==> src/rtl/banked_mem_pkg.sv <==
// Package: shared helper functions for the banked memory array.
// Assumes: arguments are positive integers.
package banked_mem_pkg;

    // Integer division rounded up, used to size the address copy tree.
    function automatic int ceil_div(input int num, input int den);
        return (num + den - 1) / den;
    endfunction

endpackage

==> src/rtl/bank_tile.sv <==
// Module: bank_tile
// One-bit-wide storage tile with a registered read port.
// Assumes: ce gates every access; a write holds the output register;
// the storage itself is not reset.
module bank_tile #(
    parameter int AW = 6
) (
    input  logic          clk,
    input  logic          rst_n,
    input  logic          ce,
    input  logic          we,
    input  logic [AW-1:0] addr,
    input  logic          din,
    output logic          dout
);
    localparam int DEPTH = 1 << AW;

    logic store [DEPTH];

    // Write port: commit a bit when this bank is enabled for write.
    always_ff @(posedge clk) begin
        if (ce && we) begin
            store[addr] <= din;
        end
    end

    // Read port: register the addressed bit on an enabled read.
    always_ff @(posedge clk) begin
        if (!rst_n) begin
            dout <= 1'b0;
        end else if (ce && !we) begin
            dout <= store[addr];
        end
    end

    // the tile output moves only after an enabled read
    a_r7_tile_hold: assert property (@(posedge clk) disable iff (!rst_n)
        !(ce && !we) |=> $stable(dout));

endmodule

==> src/rtl/addr_fanout_tree.sv <==
// Module: addr_fanout_tree
// Two-level registered copy tree for the tile address. Each register
// drives at most FANOUT loads. The leaves trail the input by two cycles.
// Assumes: LOADS >= 1, FANOUT >= 2; the address path carries no reset.
module addr_fanout_tree
    import banked_mem_pkg::*;
#(
    parameter int AW     = 6,
    parameter int LOADS  = 32,
    parameter int FANOUT = 8,
    localparam int LEAVES = ceil_div(LOADS, FANOUT),
    localparam int ROOTS  = ceil_div(LEAVES, FANOUT)
) (
    input  logic                       clk,
    input  logic                       rst_n,
    input  logic [AW-1:0]              addr_in,
    output logic [LEAVES-1:0][AW-1:0]  leaf
);
    logic [ROOTS-1:0][AW-1:0] root;

    for (genvar r = 0; r < ROOTS; r++) begin : g_root
        // First level: one copy per group of FANOUT leaves.
        always_ff @(posedge clk) begin
            root[r] <= addr_in;
        end
    end

    for (genvar l = 0; l < LEAVES; l++) begin : g_leaf
        // Second level: each leaf reloads from its own root copy.
        always_ff @(posedge clk) begin
            leaf[l] <= root[l / FANOUT];
        end

        // every leaf carries the address from two edges earlier
        a_r2_leaf_delay: assert property (@(posedge clk) disable iff (!rst_n)
            leaf[l] == $past(addr_in, 2));
    end

endmodule

==> src/rtl/read_select.sv <==
// Module: read_select
// Output side of the array. It delays the bank index and the read flag by
// one cycle to line up with the registered tile outputs, then registers
// the chosen bank's word on the final output.
// Assumes: tile_q is already registered inside the tiles.
module read_select #(
    parameter int BANK_BITS = 2,
    parameter int DATA_W    = 8,
    localparam int NUM_BANKS = 1 << BANK_BITS
) (
    input  logic                              clk,
    input  logic                              rst_n,
    input  logic                              rd_req,
    input  logic [BANK_BITS-1:0]              bank,
    input  logic [NUM_BANKS-1:0][DATA_W-1:0]  tile_q,
    output logic [DATA_W-1:0]                 rd_data,
    output logic                              rd_valid
);
    logic                 vld_q;
    logic [BANK_BITS-1:0] sel_q;

    // Align the read flag and the select with the tile output register.
    always_ff @(posedge clk) begin
        if (!rst_n) begin
            vld_q <= 1'b0;
            sel_q <= '0;
        end else begin
            vld_q <= rd_req;
            sel_q <= bank;
        end
    end

    // Final stage: register the selected word and the valid strobe.
    always_ff @(posedge clk) begin
        if (!rst_n) begin
            rd_valid <= 1'b0;
            rd_data  <= '0;
        end else begin
            rd_valid <= vld_q;
            if (vld_q) begin
                rd_data <= tile_q[sel_q];
            end
        end
    end

    // a read that reached the tiles completes in the next cycle
    a_r2_valid_follow: assert property (@(posedge clk) disable iff (!rst_n)
        vld_q |=> rd_valid);

    // the output word holds while no read completes
    a_r7_data_hold: assert property (@(posedge clk) disable iff (!rst_n)
        !rd_valid |-> $stable(rd_data));

endmodule

==> src/rtl/banked_mem_array.sv <==
// Module: banked_mem_array
// Deep single-port memory built from a grid of one-bit tiles: the rows are
// banks and the columns are data bits. It has two input stages with a
// replicated address tree, a per-bank enable gated by the bank decode, and
// two output stages. The read latency is four cycles.
// Assumes: callers accept the fixed latency; BANK_BITS >= 1.
module banked_mem_array
    import banked_mem_pkg::*;
#(
    parameter int BANK_BITS = 2,
    parameter int TILE_AW   = 6,
    parameter int DATA_W    = 8,
    parameter int FANOUT    = 8,
    localparam int ADDR_W   = BANK_BITS + TILE_AW
) (
    input  logic              clk,
    input  logic              rst_n,
    input  logic              en,
    input  logic              we,
    input  logic [ADDR_W-1:0] addr,
    input  logic [DATA_W-1:0] wdata,
    output logic [DATA_W-1:0] rd_data,
    output logic              rd_valid
);
    localparam int NUM_BANKS = 1 << BANK_BITS;
    localparam int NUM_TILES = NUM_BANKS * DATA_W;
    localparam int LEAVES    = ceil_div(NUM_TILES, FANOUT);

    logic                 en_a, we_a, en_b, we_b;
    logic [BANK_BITS-1:0] bank_a, bank_b;
    logic [DATA_W-1:0]    wdata_a, wdata_b;
    logic [NUM_BANKS-1:0] bank_ce, bank_we;
    logic [LEAVES-1:0][TILE_AW-1:0]       leaf_addr;
    logic [NUM_BANKS-1:0][DATA_W-1:0]     tile_q;

    // Input stages: control flags carry a reset.
    always_ff @(posedge clk) begin
        if (!rst_n) begin
            en_a <= 1'b0;
            we_a <= 1'b0;
            en_b <= 1'b0;
            we_b <= 1'b0;
        end else begin
            en_a <= en;
            we_a <= we;
            en_b <= en_a;
            we_b <= we_a;
        end
    end

    // Input stages: bank index and write data, no reset needed.
    always_ff @(posedge clk) begin
        bank_a  <= addr[ADDR_W-1:TILE_AW];
        wdata_a <= wdata;
        bank_b  <= bank_a;
        wdata_b <= wdata_a;
    end

    // Bank decode: enable only the addressed bank, write gated by the select.
    always_comb begin
        for (int b = 0; b < NUM_BANKS; b++) begin
            bank_ce[b] = en_b && (bank_b == BANK_BITS'(b));
            bank_we[b] = bank_ce[b] && we_b;
        end
    end

    addr_fanout_tree #(
        .AW     (TILE_AW),
        .LOADS  (NUM_TILES),
        .FANOUT (FANOUT)
    ) addr_tree_i (
        .clk     (clk),
        .rst_n   (rst_n),
        .addr_in (addr[TILE_AW-1:0]),
        .leaf    (leaf_addr)
    );

    for (genvar b = 0; b < NUM_BANKS; b++) begin : g_bank
        for (genvar d = 0; d < DATA_W; d++) begin : g_bit
            bank_tile #(.AW(TILE_AW)) tile_i (
                .clk   (clk),
                .rst_n (rst_n),
                .ce    (bank_ce[b]),
                .we    (bank_we[b]),
                .addr  (leaf_addr[(b * DATA_W + d) / FANOUT]),
                .din   (wdata_b[d]),
                .dout  (tile_q[b][d])
            );
        end
    end

    read_select #(
        .BANK_BITS (BANK_BITS),
        .DATA_W    (DATA_W)
    ) rsel_i (
        .clk      (clk),
        .rst_n    (rst_n),
        .rd_req   (en_b && !we_b),
        .bank     (bank_b),
        .tile_q   (tile_q),
        .rd_data  (rd_data),
        .rd_valid (rd_valid)
    );

    // never more than one bank enabled at once
    a_r4_one_bank: assert property (@(posedge clk) disable iff (!rst_n)
        $onehot0(bank_ce));

    // a completed read was requested exactly four edges earlier
    a_r2_latency: assert property (@(posedge clk) disable iff (!rst_n)
        rd_valid |-> $past(en && !we, 4));

    // a write request never yields a valid strobe
    a_r3_write_silent: assert property (@(posedge clk) disable iff (!rst_n)
        rd_valid |-> !$past(we, 4));

endmodule

==> config.mk <==
export PLATFORM = sky130hd
export DESIGN_NAME = banked_mem_array
export DESIGN_NICKNAME = d
export VERILOG_FILES = /design/src/rtl/banked_mem_pkg.sv /design/src/rtl/bank_tile.sv /design/src/rtl/addr_fanout_tree.sv /design/src/rtl/read_select.sv /design/src/rtl/banked_mem_array.sv
export SDC_FILE = /design/constraint.sdc
export NUM_CORES = 2
export LEC_CHECK = 0
export BUFFER_PORTS_ARGS = -buffer_cell sky130_fd_sc_hd__buf_2
export CAP_MARGIN = 20
export CORE_MARGIN = 2
export CORE_UTILIZATION = 40
export CTS_BUF_LIST = sky130_fd_sc_hd__clkbuf_2
export DETAILED_ROUTE_END_ITERATION = 10
export GPL_TIMING_DRIVEN = 1
export HOLD_SLACK_MARGIN = 0.03
export PLACE_DENSITY = 0.66
export REMOVE_ABC_BUFFERS = 1
export SYNTH_ARGS = -nofsm -noshare
export SYNTH_HDL_FRONTEND = slang
export SYNTH_SLANG_ARGS = --single-unit
==> constraint.sdc <==
create_clock -name clk -period 9.84 [get_ports clk]
set_input_delay 0.984 -clock clk [delete_from_list [all_inputs] [get_ports clk]]
set_output_delay 0.984 -clock clk [all_outputs]
set_load 0.05 [all_outputs]
**Word-level counts from Yosys, hierarchy flattened**

Memory sizes are Yosys's and may differ from the RTL's. A register that Yosys moved wholly into a read port is not among the register bits.
Cells that the tools add are included.

- Memory bits (writable): 2048
- Memories: 32
- Bits of input ports: 20
- Register bits after elaboration: 48
- Logic and storage cells: 115
- Output and inout bits: 9

- Mux-type cells: 10
- Eq/ne operators: 3
- Reductions and logical operators: 55
- $lt $le $gt $ge: 1

Memory list:

| memory | depth | bits a word | rd ports | clocked after memory_dff | write ports | RTL line | text |
|---|---|---|---|---|---|---|---|
| g_bank[0].g_bit[0].tile_i.store | 64 | 1 | 1 | 1 | 1 | bank_tile.sv:18 | `logic store [DEPTH];` |
| g_bank[0].g_bit[1].tile_i.store | 64 | 1 | 1 | 1 | 1 | bank_tile.sv:18 |  |
| g_bank[0].g_bit[2].tile_i.store | 64 | 1 | 1 | 1 | 1 | bank_tile.sv:18 |  |
| g_bank[0].g_bit[3].tile_i.store | 64 | 1 | 1 | 1 | 1 | bank_tile.sv:18 |  |
| g_bank[0].g_bit[4].tile_i.store | 64 | 1 | 1 | 1 | 1 | bank_tile.sv:18 |  |
| g_bank[0].g_bit[5].tile_i.store | 64 | 1 | 1 | 1 | 1 | bank_tile.sv:18 |  |
| 26 more memories | n/a | n/a | n/a | n/a | n/a | n/a |  |

Operators with widths:

| operator | number |
|---|---|
| $logic_not A1 Y1 | 37 |
| $logic_and A1 B1 Y1 | 17 |
| $bmux W8 S2 | 1 |
| $mux W1 | 8 |
| $mux W8 | 1 |
| $eq A2 B2 Y1 const B | 2 |
| $lt A2 B3 Y1 const B | 1 |
| $eq A2 B1 Y1 const B | 1 |
| $logic_not A2 Y1 | 1 |

**Longest topological paths before layout**

- Depth after elaboration: 6
- Gate-level depth with buffers: 11
- Gate-level depth less buffers: 6

**Hierarchy**

Synthesis repeated with hierarchy kept, for this count alone.

- Cell total of the unflattened synthesis: 7449
- Area, all modules: 96944.2 um^2

Modules (own cells, without submodules):

| module | times used | cells each | sequential area each (um^2) | area each (um^2) |
|---|---|---|---|---|
| bank_tile | 32 | 229 | 1941.9 | 2980.4 |
| read_select | 1 | 54 | 240.2 | 613.1 |
| banked_mem_array | 1 | 37 | 480.5 | 584.3 |
| addr_fanout_tree | 1 | 30 | 240.2 | 375.4 |

**Worst setup path before layout**

Ideal clock, no wire load.

- Kind: register to register
- Start: reg wdata_b[0]
- End: mem g_bank[0].g_bit[0].tile_i.store[0] (data pin)
- Arrival: 3.382 ns
- Library setup time: 0.852 ns
- Period minus slack after synthesis: 4.234 ns
- Data required time: 8.988 ns
- Stages on the path, launching flop included: 1
- Buffers on the path: 0
- Setup slack: 5.606 ns
- Cells stage by stage: dfxtp_1

RTL lines:

| what | RTL line | text |
|---|---|---|
| start: declaration | banked_mem_array.sv:31 | `logic [DATA_W-1:0] wdata_a, wdata_b;` |
| start signal: assignment | banked_mem_array.sv:56 | `wdata_b <= wdata_a;` |
| end: declaration | bank_tile.sv:18 |  |

Straight into the memory's write port.

==> flow_summary.toml <==
[status]
status = "finished, final reports clean"

[global_route]
grt_overflow = 0
antenna_found_initial = 17
grt_pass1_vias = 49200
grt_usage_pct = 24.7
grt_pass1_wl_um = 368000
grt_max_degree = 113

[drt]
drc = 0
ant_nets = 0
drt-initial-drc-count = 8078
dr.pass1.iters = 9
via_count = 50700
wl_per_cell_um = 32.6
routed_via_density = 6.26
routed_wl_um = 264000

[logic_synthesis]
syn_area_um2 = 81900
synthDistinctLibCells = 68
synth_edf_count = 2048
synthCells = 4682
synth_flop_cell = "edfxtp_1"
yosys.area.top_type = "edfxtp_1"
yosysTopAreaCellShare_pct = 75.1
synth_seq_cells = 2128
syn-mean-instance-area_um2 = 17.5
ys_seq_area_share_pct = 77.0
synthTopCellsByArea = "edfxtp_1, mux4_2, a221oi_1"
yosys_warnings = 0
synthArstFlopShare_pct = 0

[floorplan]
die_h_um = 457
dieArea_um2 = 208000
start_util_pct = 40.1
rows = 166
core-area_um2 = 204000
die_w_um = 457
io_pins = 29

[layout]
drive_above_1_share_pct = 23.6
fin_nets = 5091
layout.cells.non_filler = 8106
area_delta_synth_final_pct = 9.79

[sta]
period_needed_ps = 4800
setup_viol = 0
clock_skew_ps = 202
fin_setup_tns_ps = 0
drv_slew = 0
holdWs_ps = 318
slew_headroom_pct = 16.4
worst_slew_pin_slew_ps = 1220
period_share_pct = 48.8
clock.fmax_mhz = 208
rsz0062_at_grt = "no"
finalHoldViolCount = 0

[hold_path]
hp-start = "wdata_a[3]$_DFF_P_"
whs_path_depth = 0
holdPathEnd = "wdata_b[3]$_DFF_P_"
hp-class = "reg2reg"

[critical_path]
cpLargestDelayFamily = "compound AO/OA/AOI/OAI gates"
slowest_stage = "a2111oi_0"
critPathLaunchType = "register"
crit_buf_inv = 2
r2r-end = "g_bank[0].g_bit[1].tile_i.dout$_SDFFE_PN0P_"
required_ps = 11500
path_max_fanout = 112
cp_cell_sequence = "buf_4 > buf_12 > mux4_2 > nand2_1 > a21oi_1 > a2111oi_0 > nor3b_1 > a31oi_1"
r2r_slack_ps = 5040
reg2reg_from = "addr_tree_i.leaf[2]$_DFF_P_"
arrival_ps = 6460
critical_path_class = "reg2reg"
ff2ff_path_depth = 8
slowest_delay_ps = 1020
end_kind = "register"

[pwr]
power_per_cell_area_nw_per_um2 = 187
irDropWorstVdd_mv = 0.124
p_leak_nw = 28.6

[clock_network]
cts-buffers-inserted = 540
cts_resized = 0
cts_hold_buf = 39
clock_path_buffers = 4
cts-root-buf = "clkbuf_2"
path_clk_slew_ps = 100
post-cts-setup-buffers = 0
cts_sinks = 2128
clk_latency_ps = 1870
cts_tree = "yes"
cts_max_level = 6

[placement]
hpwl_um = 155000
portBuffers = 28
dp.cells = 7171
place_congestion = 0.922

[flow_run]
drv_cap = 0
==> worst max path at each step <==
stage / from / end / slack [ps] / cells after the start
2_1_floorplan: addr_tree_i.leaf[2]$_DFF_P_ / g_bank[1].g_bit[3].tile_i.dout$_SDFFE_PN0P_ / -11370 / 6
3_3_place_gp: addr_tree_i.leaf[2]$_DFF_P_ / g_bank[0].g_bit[6].tile_i.dout$_SDFFE_PN0P_ / 5090 / 8
3_5_place_dp: addr_tree_i.leaf[1]$_DFF_P_ / g_bank[0].g_bit[1].tile_i.dout$_SDFFE_PN0P_ / 5170 / 8
4_1_cts: addr_tree_i.leaf[1]$_DFF_P_ / g_bank[0].g_bit[1].tile_i.dout$_SDFFE_PN0P_ / 5180 / 8
5_1_grt: addr_tree_i.leaf[2]$_DFF_P_ / g_bank[0].g_bit[1].tile_i.dout$_SDFFE_PN0P_ / 4950 / 8
6_report: addr_tree_i.leaf[2]$_DFF_P_ / g_bank[0].g_bit[1].tile_i.dout$_SDFFE_PN0P_ / 5040 / 8
==> registers in the layout, summed over array words and instances, names as in the netlist <==
register,flops
bank_a,2
rsel_i.sel_q,2
rsel_i.rd_data,8
addr_tree_i.root,6
wdata_a,8
we_b,1
rsel_i.vld_q,1
bank_b,2
rsel_i.rd_valid,1
we_a,1
g_bank.g_bit.tile_i.dout,32
en_b,1
en_a,1
g_bank.g_bit.tile_i.store,2048
addr_tree_i.leaf,6
wdata_b,8
==> layer usage <==
layer	up-vias	global-route usage (%)	share of wire [%]
met5	-	0	0.019
met4	6	13.2	5.5
met3	761	7.75	14
met2	4197	37.2	45
met1	25600	31.8	36
li1	20200	-	-
==> synthesized netlist by cell type (80+ instances only) <==
| cell type | n |
|---|---|
| clkbuf_1 | 112 |
| dfxtp_1 | 80 |
| a22oi_1 | 257 |
| a21oi_1 | 106 |
| nand2_1 | 165 |
| o22ai_1 | 111 |
| mux2i_1 | 191 |
| mux2_2 | 155 |
| edfxtp_1 | 2048 |
| a221oi_1 | 233 |
| mux4_2 | 118 |
| buf_2 | 144 |
| o21ai_0 | 128 |
| nor2_1 | 355 |
==> cells by family (layout without fill, tap and decap cells) <==
family | count (synthesis) | in the layout | synth area share (%)
other cells | 0 | 18 | 0
flops | 2128 | 2128 | 77.0
compound gates | 1087 | 1087 | 9.75
buf+inv | 353 | 1071 | 2.14
mux | 464 | 464 | 7.71
simple gates | 650 | 650 | 3.39
==> stage by stage <==
stage	utilization (%)	setup slack [ps]	power (W)	cell area, µm²
after floorplan	-	-11370	0.0108	80200
after detailed placement	41.6	5170	0.0111	85000
after CTS	44.0	5180	0.0168	89900
after global routing	44.1	4950	0.0173	89900
final	44.1	5040	0.0168	90000
after global placement	41.6	5090	0.0111	84900
==> power breakdown <==
group | leakage, nW | internal (W) | switching (W)
combinational | 6.07 | 0.000256 | 0.000706
clock | 3.51 | 0.00232 | 0.00354
sequential | 19.1 | 0.00992 | 0.0000509
total | 28.6 | 0.0125 | 0.00429
==> layout by cell type (no fill, tap or decap), drive strengths merged, types with 36 or more instances in the layout <==
| cell | count |
|---|---|
| o21ai | 128 |
| clkbuf | 757 |
| dfxtp | 80 |
| nand2 | 165 |
| clkinv | 90 |
| mux2i | 191 |
| mux4 | 118 |
| mux2 | 155 |
| edfxtp | 2048 |
| o22ai | 111 |
| a221o | 36 |
| nor2 | 356 |
| a22oi | 257 |
| a21oi | 106 |
| a31oi | 40 |
| a221oi | 233 |
| buf | 157 |
| dlygate4sd3 | 39 |
==> final cells by class <==
class / instances / area (µm²)
Fill cell: 17800 / 114000
Timing Repair Buffer: 197 / 1630
Multi-Input combinational cell: 2201 / 17300
Sequential cell: 2128 / 63100
Antenna cell: 18 / 45.0
Inverter: 3 / 21.3
Clock inverter: 115 / 728
Tap cell: 2688 / 3360
Clock buffer: 756 / 3780
Note: power is estimated with default switching activity, not from simulation.
